--- config.mk ---
export PLATFORM = sky130hd
export DESIGN_NAME = thermal_test_sched
export DESIGN_NICKNAME = d
export VERILOG_FILES = /design/src/rtl/thermal_sched_pkg.sv /design/src/rtl/ts_datapath.sv /design/src/rtl/ts_arbiter.sv /design/src/rtl/ts_control.sv /design/src/rtl/thermal_test_sched.sv
export SDC_FILE = /design/constraint.sdc
export NUM_CORES = 1
export LEC_CHECK = 0
export CORE_MARGIN = 2
export CORE_UTILIZATION = 52
export CTS_BUF_LIST = sky130_fd_sc_hd__clkbuf_2
export DETAILED_ROUTE_END_ITERATION = 7
export GPL_ROUTABILITY_DRIVEN = 0
export PLACE_DENSITY = 0.81
export SYNTH_ARGS = -nofsm -noshare
export SYNTH_HDL_FRONTEND = slang
export SYNTH_SLANG_ARGS = --single-unit
--- constraint.sdc ---
create_clock -name clk -period 10.8 [get_ports clk]
set_input_delay 1.08 -clock clk [delete_from_list [all_inputs] [get_ports clk]]
set_output_delay 1.08 -clock clk [all_outputs]
set_load 0.01 [all_outputs]
--- src/rtl/thermal_sched_pkg.sv ---
package thermal_sched_pkg;

  typedef enum logic [2:0] {
    CS_IDLE,
    CS_WAIT,
    CS_RUN,
    CS_COOL,
    CS_DONE
  } coreState_t;

  // per-core observations produced by the datapath
  typedef struct packed {
    logic hot;
    logic coolOk;
    logic ovhZero;
    logic cntLast;
    logic loadZero;
  } coreStat_t;

  // per-core strobes issued by the control
  typedef struct packed {
    logic dec;
    logic ovhLoad;
  } coreStrobe_t;

endpackage

--- src/rtl/ts_datapath.sv ---
module ts_datapath
  import thermal_sched_pkg::*;
#(
  parameter int N      = 4,
  parameter int TEMP_W = 8,
  parameter int CNT_W  = 12,
  parameter int BW_W   = 4,
  parameter int OVH_W  = 3
) (
  input  logic                          clk,
  input  logic                          rstN,
  input  logic [TEMP_W-1:0]             cfgTl,
  input  logic [TEMP_W-1:0]             cfgCl,
  input  logic [BW_W-1:0]               cfgBl,
  input  logic [OVH_W-1:0]              cfgOvh,
  input  logic [N-1:0][TEMP_W-1:0]      tempVec,
  input  logic [N-1:0][CNT_W-1:0]       loadVec,
  input  logic [N-1:0][BW_W-1:0]        bwVec,
  input  logic                          loadAll,
  input  coreStrobe_t [N-1:0]           stb,
  output coreStat_t [N-1:0]             stat,
  output logic                          cfgOk
);

  logic [N-1:0][CNT_W-1:0] patCnt;
  logic [N-1:0][OVH_W-1:0] ovhCnt;
  logic [N-1:0]            bwOver;

  always_ff @(posedge clk) begin
    if (!rstN) begin
      patCnt <= '0;
      ovhCnt <= '0;
    end else begin
      for (int i = 0; i < N; i++) begin
        if (loadAll)         patCnt[i] <= loadVec[i];
        else if (stb[i].dec) patCnt[i] <= patCnt[i] - 1'b1;
        if (stb[i].ovhLoad)  ovhCnt[i] <= cfgOvh;
        else if (ovhCnt[i] != '0) ovhCnt[i] <= ovhCnt[i] - 1'b1;
      end
    end
  end

  for (genvar g = 0; g < N; g++) begin : g_stat
    assign stat[g].hot      = tempVec[g] >= cfgTl;
    assign stat[g].coolOk   = tempVec[g] <= cfgCl;
    assign stat[g].ovhZero  = ovhCnt[g] == '0;
    assign stat[g].cntLast  = patCnt[g] == CNT_W'(1);
    assign stat[g].loadZero = loadVec[g] == '0;
    assign bwOver[g]        = bwVec[g] > cfgBl;

    // the control never asks for a pattern once the budget is empty
    a_r8_no_underflow: assert property (@(posedge clk) disable iff (!rstN)
      stb[g].dec |-> patCnt[g] != '0);
  end

  assign cfgOk = (cfgCl < cfgTl) && !(|bwOver);

endmodule

--- src/rtl/ts_arbiter.sv ---
module ts_arbiter #(
  parameter int N     = 4,
  parameter int BW_W  = 4,
  parameter int SUM_W = 7,
  parameter int IDX_W = 2
) (
  input  logic [N-1:0][IDX_W-1:0] qArr,
  input  logic [IDX_W:0]          qLen,
  input  logic [N-1:0]            blocked,
  input  logic [N-1:0][BW_W-1:0]  bwVec,
  input  logic [SUM_W-1:0]        avail,
  output logic                    grantValid,
  output logic [IDX_W-1:0]        grantPos,
  output logic [IDX_W-1:0]        grantCore
);

  logic [IDX_W-1:0] cand;

  // first entry in list order that is cool enough and fits
  always_comb begin
    grantValid = 1'b0;
    grantPos   = '0;
    grantCore  = '0;
    cand       = '0;
    for (int j = 0; j < N; j++) begin
      cand = qArr[j];
      if (!grantValid && ((IDX_W+1)'(j) < qLen) &&
          !blocked[cand] && (SUM_W'(bwVec[cand]) <= avail)) begin
        grantValid = 1'b1;
        grantPos   = IDX_W'(j);
        grantCore  = cand;
      end
    end
  end

endmodule

--- src/rtl/ts_control.sv ---
module ts_control
  import thermal_sched_pkg::*;
#(
  parameter int N    = 4,
  parameter int BW_W = 4
) (
  input  logic                   clk,
  input  logic                   rstN,
  input  logic                   start,
  input  logic [BW_W-1:0]        cfgBl,
  input  logic [N-1:0][BW_W-1:0] bwVec,
  input  coreStat_t [N-1:0]      stat,
  input  logic                   cfgOk,
  output logic                   loadAll,
  output coreStrobe_t [N-1:0]    stb,
  output logic [N-1:0]           testEn,
  output logic [N-1:0]           busGrant,
  output logic [N-1:0]           coolingFlag,
  output logic                   allDone,
  output logic                   cfgErr
);

  localparam int IDX_W = (N > 1) ? $clog2(N) : 1;
  localparam int SUM_W = BW_W + $clog2(N + 1);

  coreState_t st [N];
  coreState_t stNext [N];

  logic [N-1:0][IDX_W-1:0] qArr, qNext;
  logic [IDX_W:0]          qLen, qLenNext;
  logic [IDX_W:0]          wp;

  logic [N-1:0] leaving, appendV, hotV, busyV, doneV;
  logic         busy, startAcc;
  logic [SUM_W-1:0] used, avail, grantedSum;

  logic             grantValid;
  logic [IDX_W-1:0] grantPos, grantCore;

  always_comb begin
    for (int i = 0; i < N; i++) begin
      testEn[i]      = (st[i] == CS_RUN) && stat[i].ovhZero && !stat[i].hot;
      busGrant[i]    = st[i] == CS_RUN;
      coolingFlag[i] = st[i] == CS_COOL;
      hotV[i]        = stat[i].hot;
      busyV[i]       = (st[i] == CS_WAIT) || (st[i] == CS_RUN) || (st[i] == CS_COOL);
      doneV[i]       = st[i] == CS_DONE;
      leaving[i]     = (st[i] == CS_RUN) &&
                       (stat[i].hot || (testEn[i] && stat[i].cntLast));
    end
  end

  assign busy     = |busyV;
  assign startAcc = start && !busy && cfgOk;
  assign allDone  = &doneV;
  assign loadAll  = startAcc;

  // bandwidth still held after this cycle's departures
  always_comb begin
    used = '0;
    for (int i = 0; i < N; i++)
      if ((st[i] == CS_RUN) && !leaving[i]) used = used + SUM_W'(bwVec[i]);
    avail = SUM_W'(cfgBl) - used;
  end

  ts_arbiter #(.N(N), .BW_W(BW_W), .SUM_W(SUM_W), .IDX_W(IDX_W)) i_arb (
    .qArr       (qArr),
    .qLen       (qLen),
    .blocked    (hotV),
    .bwVec      (bwVec),
    .avail      (avail),
    .grantValid (grantValid),
    .grantPos   (grantPos),
    .grantCore  (grantCore)
  );

  // per-core state transitions and strobes
  always_comb begin
    for (int i = 0; i < N; i++) begin
      stNext[i]      = st[i];
      appendV[i]     = 1'b0;
      stb[i].dec     = testEn[i];
      stb[i].ovhLoad = grantValid && (grantCore == IDX_W'(i));
      case (st[i])
        CS_IDLE, CS_DONE: begin
          if (startAcc) begin
            if (stat[i].loadZero)  stNext[i] = CS_DONE;
            else if (stat[i].hot)  stNext[i] = CS_COOL;
            else begin
              stNext[i]  = CS_WAIT;
              appendV[i] = 1'b1;
            end
          end
        end
        CS_WAIT: begin
          if (grantValid && (grantCore == IDX_W'(i))) stNext[i] = CS_RUN;
        end
        CS_RUN: begin
          if (stat[i].hot)                          stNext[i] = CS_COOL;
          else if (testEn[i] && stat[i].cntLast)    stNext[i] = CS_DONE;
        end
        CS_COOL: begin
          if (stat[i].coolOk) begin
            stNext[i]  = CS_WAIT;
            appendV[i] = 1'b1;
          end
        end
        default: stNext[i] = CS_IDLE;
      endcase
    end
  end

  // waiting list: drop the granted entry, then append joiners by index
  always_comb begin
    qNext = '0;
    wp    = '0;
    for (int j = 0; j < N; j++) begin
      if (((IDX_W+1)'(j) < qLen) && !(grantValid && (grantPos == IDX_W'(j)))) begin
        if (wp < (IDX_W+1)'(N)) qNext[wp[IDX_W-1:0]] = qArr[j];
        wp = wp + 1'b1;
      end
    end
    for (int i = 0; i < N; i++) begin
      if (appendV[i]) begin
        if (wp < (IDX_W+1)'(N)) qNext[wp[IDX_W-1:0]] = IDX_W'(i);
        wp = wp + 1'b1;
      end
    end
    qLenNext = wp;
  end

  always_ff @(posedge clk) begin
    if (!rstN) begin
      for (int i = 0; i < N; i++) st[i] <= CS_IDLE;
      qArr   <= '0;
      qLen   <= '0;
      cfgErr <= 1'b0;
    end else begin
      for (int i = 0; i < N; i++) st[i] <= stNext[i];
      qArr <= qNext;
      qLen <= qLenNext;
      if (start && !busy) cfgErr <= !cfgOk;
    end
  end

  // ---------------- checks ----------------
  logic [N-1:0] prevRun;
  always_ff @(posedge clk) begin
    if (!rstN) prevRun <= '0;
    else       prevRun <= busGrant;
  end

  always_comb begin
    grantedSum = '0;
    for (int i = 0; i < N; i++)
      if (busGrant[i]) grantedSum = grantedSum + SUM_W'(bwVec[i]);
  end

  a_r4_bw_cap: assert property (@(posedge clk) disable iff (!rstN)
    grantedSum <= SUM_W'(cfgBl));

  a_r6_one_grant: assert property (@(posedge clk) disable iff (!rstN)
    $onehot0(busGrant & ~prevRun));

  for (genvar g = 0; g < N; g++) begin : g_chk
    a_r2_cool_hold: assert property (@(posedge clk) disable iff (!rstN)
      (st[g] == CS_COOL && !stat[g].coolOk) |=> (st[g] == CS_COOL));
  end

endmodule

--- src/rtl/thermal_test_sched.sv ---
module thermal_test_sched
  import thermal_sched_pkg::*;
#(
  parameter int NUM_CORES = 4,
  parameter int TEMP_W    = 8,
  parameter int CNT_W     = 12,
  parameter int BW_W      = 4,
  parameter int OVH_W     = 3
) (
  input  logic                          clk,
  input  logic                          rstN,
  input  logic                          start,
  input  logic [TEMP_W-1:0]             cfgTl,
  input  logic [TEMP_W-1:0]             cfgCl,
  input  logic [BW_W-1:0]               cfgBl,
  input  logic [OVH_W-1:0]              cfgOvh,
  input  logic [NUM_CORES*TEMP_W-1:0]   coreTemp,
  input  logic [NUM_CORES*CNT_W-1:0]    patLoad,
  input  logic [NUM_CORES*BW_W-1:0]     coreBw,
  output logic [NUM_CORES-1:0]          testEn,
  output logic [NUM_CORES-1:0]          busGrant,
  output logic [NUM_CORES-1:0]          coolingFlag,
  output logic                          allDone,
  output logic                          cfgErr
);

  logic [NUM_CORES-1:0][TEMP_W-1:0] tempVec;
  logic [NUM_CORES-1:0][CNT_W-1:0]  loadVec;
  logic [NUM_CORES-1:0][BW_W-1:0]   bwVec;
  coreStat_t   [NUM_CORES-1:0]      stat;
  coreStrobe_t [NUM_CORES-1:0]      stb;
  logic                             cfgOk;
  logic                             loadAll;

  assign tempVec = coreTemp;
  assign loadVec = patLoad;
  assign bwVec   = coreBw;

  ts_datapath #(
    .N(NUM_CORES), .TEMP_W(TEMP_W), .CNT_W(CNT_W), .BW_W(BW_W), .OVH_W(OVH_W)
  ) i_dp (
    .clk     (clk),
    .rstN    (rstN),
    .cfgTl   (cfgTl),
    .cfgCl   (cfgCl),
    .cfgBl   (cfgBl),
    .cfgOvh  (cfgOvh),
    .tempVec (tempVec),
    .loadVec (loadVec),
    .bwVec   (bwVec),
    .loadAll (loadAll),
    .stb     (stb),
    .stat    (stat),
    .cfgOk   (cfgOk)
  );

  ts_control #(.N(NUM_CORES), .BW_W(BW_W)) i_ctl (
    .clk         (clk),
    .rstN        (rstN),
    .start       (start),
    .cfgBl       (cfgBl),
    .bwVec       (bwVec),
    .stat        (stat),
    .cfgOk       (cfgOk),
    .loadAll     (loadAll),
    .stb         (stb),
    .testEn      (testEn),
    .busGrant    (busGrant),
    .coolingFlag (coolingFlag),
    .allDone     (allDone),
    .cfgErr      (cfgErr)
  );

  // ---------------- port-level checks ----------------
  logic [NUM_CORES-1:0] prevGrant;
  always_ff @(posedge clk) begin
    if (!rstN) prevGrant <= '0;
    else       prevGrant <= busGrant;
  end

  for (genvar g = 0; g < NUM_CORES; g++) begin : g_port_chk
    a_r1_hot_stop: assert property (@(posedge clk) disable iff (!rstN)
      (busGrant[g] && (tempVec[g] >= cfgTl)) |=> (coolingFlag[g] && !busGrant[g]));

    a_r7_switch_gap: assert property (@(posedge clk) disable iff (!rstN)
      (busGrant[g] && !prevGrant[g] && (cfgOvh != '0)) |-> !testEn[g]);
  end

endmodule

==> flow_metrics.tcl <==
set metrics [dict create \
    hp-class "flop to flop" \
    setup-tns-final_ns 0 \
    worst-endpoint-required_ns 11.29 \
    peakVddDrop_uv 96.4 \
    drive_gt1_share_pct 12.4 \
    dp_cells 1583 \
    yosys.area.top_type "ha_1" \
    power.density_mw_per_mm2 131 \
    grt_use_total_pct 28.2 \
    ys.flop_type "dfxtp_1" \
    final_core_util_pct 65.9 \
    dp_hpwl_um 22600 \
    ios 136 \
    leakagePower_nw 5.03 \
    crit_top_cell "ha_1" \
    layout.cells.non_filler 1606 \
    die_h_um 140 \
    max_cap_viol_count 0 \
    drtIter0Drc 706 \
    failed_checks "design-rule violations" \
    cts_root_buffer "clkbuf_2" \
    vias 9779 \
    hp-start "i_dp.patCnt[15]" \
    avgSynthCellArea_um2 8.09 \
    syn_to_final_growth_pct 23.7 \
    nets 1656 \
    grt_pass1_wl_um 45800 \
    slowest_stage "fa_1" \
    yosys-top-cells-area "ha_1, dfxtp_1, nor2_1, mux4_2, a21oi_1" \
    drt_drc_violations_left 7 \
    antenna_found_initial 0 \
    ys_warn_count 0 \
    synthArstFlopShare_pct 0 \
    rows 49 \
    seq_area_frac_synth_pct 17.4 \
    wire_per_inst_um 17.7 \
    grt_overflow 0 \
    wirelength_um 28500 \
    r2r_start "i_dp.patCnt[3]" \
    clk_pin_slew_ns 0.24 \
    grt_max_degree 88 \
    cp_max_fo 3 \
    finClkSkew_ns 0.0346 \
    die_x_um 140 \
    ant_nets 0 \
    grtUsageMet3_pct 3.73 \
    synth_cell_types 78 \
    core-area_mm2 0.0181 \
    diodes 0 \
    synth_common_cells "ha_1, nor2_1, inv_1, dfxtp_1, a21oi_1" \
    io_buffer_count 135 \
    synth-edff-count 0 \
    timing.fmax_mhz 96.4 \
    worstSetupPathType "input port to flop" \
    synth_area_mm2 0.00964 \
    status "finished, violations left" \
    holdWs_ns 0.511 \
    syn-num-nets 1475 \
    worst-slew-pin-transition_ns 0.970 \
    syn_inst 1192 \
    htree_levels 3 \
    die-area_mm2 0.0196 \
    cts_tree "built" \
    finalSetupViolations 0 \
    use_met2_pct 46.5 \
    timing.final.crit_period_ns 10.37 \
    cts_buffer_depth 2 \
    synthDominantCellAreaShare_pct 20.4 \
    floorplan.initialDensity_pct 53.3 \
    setup.worst_path.end_class "flop" \
    critPathArrivalTime_ns 10.86 \
    startpoint "coreTemp[0]" \
    vias_per_cell 6.09 \
    synth.most_common_cell "ha_1" \
    crit_path_start_kind "input port" \
    critPathMaxStageDelay_ns 0.51 \
    numCtsBuffers 9 \
    grt_pass1_vias 9385 \
    finalHoldViolations 0 \
    grt.busiest_layer "met2" \
    post-route-period-util_pct 96.1 \
    gr-usage-met1_pct 38.0 \
    clock-sinks 84 \
    firstDrtPassIters 7 \
    synth_seq_cells 84 \
    maxSlewHeadroom_pct 34.7 \
    clkLatencyLatePin_ns 0.56 \
    maxSlewViolCount 0 \
]
through the flow:
step	setup slack [ns]	cell area (um2)	total power, mW
after floorplan	0.00144	9660	1.04
after global placement	-0.122	11700	1.31
after detailed placement	-0.636	11700	1.35
after CTS	0.0203	11800	1.51
after global routing	-0.0835	11900	1.69
final	0.426	11900	1.57
cells in the final DEF, fill, tap and decap left out, drive strengths merged, types with 9 or more instances in the layout:
cell type        n
a211oi          36
a21o            22
a21oi           76
a31oi           17
and2            16
and3            16
buf             78
clkbuf           9
clkdlybuf4s50  135
dfxtp           84
ha             157
inv             87
mux2            13
mux2i           14
mux4            17
nand2           65
nand2b          24
nand3           28
nand4           12
nor2           115
nor2b           28
nor3            28
nor4            26
o211ai          13
o21a            19
o21ai           69
or3              9
or4              9
xnor2           42
xor2            15
logic make-up after synthesis:
family,after synthesis,share of synthesized area [%]
buffers and inverters,131,5.10
muxes,44,7.08
and+or+nand+nor,394,20.7
xor gates and xnor gates,57,5.84
adders and majority gates,161,21.2
DFF,84,17.4
AOI/OAI and AO/OA,321,22.6
registers in the layout, indices dropped and copies added, names as in the netlist:
signal        cells
i_dp.patCnt      48
i_ctl.st         12
i_dp.ovhCnt      12
i_ctl.qArr        8
i_ctl.qLen        3
i_ctl.cfgErr      1
routing by layer:
| layer | part of all wire (%) | vias up |
|---|---|---|
| met5 | 0 | - |
| met4 | 3.0 | 0 |
| met3 | 6.6 | 71 |
| met2 | 46 | 387 |
| met1 | 44 | 4558 |
| li1 | - | 4763 |
power breakdown:
group / internal (mW) / leakage (nW) / switching [mW] / total (mW)
Sequential: 0.372 / 0.682 / 0.0594 / 0.431
Combinational: 0.448 / 4.28 / 0.529 / 0.977
Clock: 0.0501 / 0.0650 / 0.109 / 0.159
path summary, 6_finish.rpt:
path | slack (ns) | cells after the start | to
setup / recovery | 0.43 | 52 | i_ctl.qArr[6]
hold / removal | 0.51 | 2 | i_dp.patCnt[15]
setup reg to reg | 1.20 | 45 | i_ctl.qArr[6]
hold reg to reg | 0.51 | 2 | i_dp.patCnt[15]
cell type report:
cell class                 count  area [um2]
clock inverter                 6        56.3
sequential                    84        1680
clock buffer                   9        45.0
timing repair buffer         213        1940
multi-input combinational    977        7590
fill                        1491        6160
tap                          229         287
inverter                      88         330
critical path, delay by kind of cell:
family / cells / cell delay [ns]
simple gates: 11 / 1.12
fa+ha+maj: 13 / 4.33
xor+xnor: 1 / 0.19
buf+inv: 6 / 0.81
compound gates: 20 / 3.00
mux: 1 / 0.31
what timing repair did:
item / in CTS / in global routing
pin swaps: 0 / 17
setup buffers: 0 / 8
gates resized for setup: 1 / 25
hold buffers: 0 / 0
endpoints found under the setup margin: 1 / 10
Power figures use the tool's default switching activity.
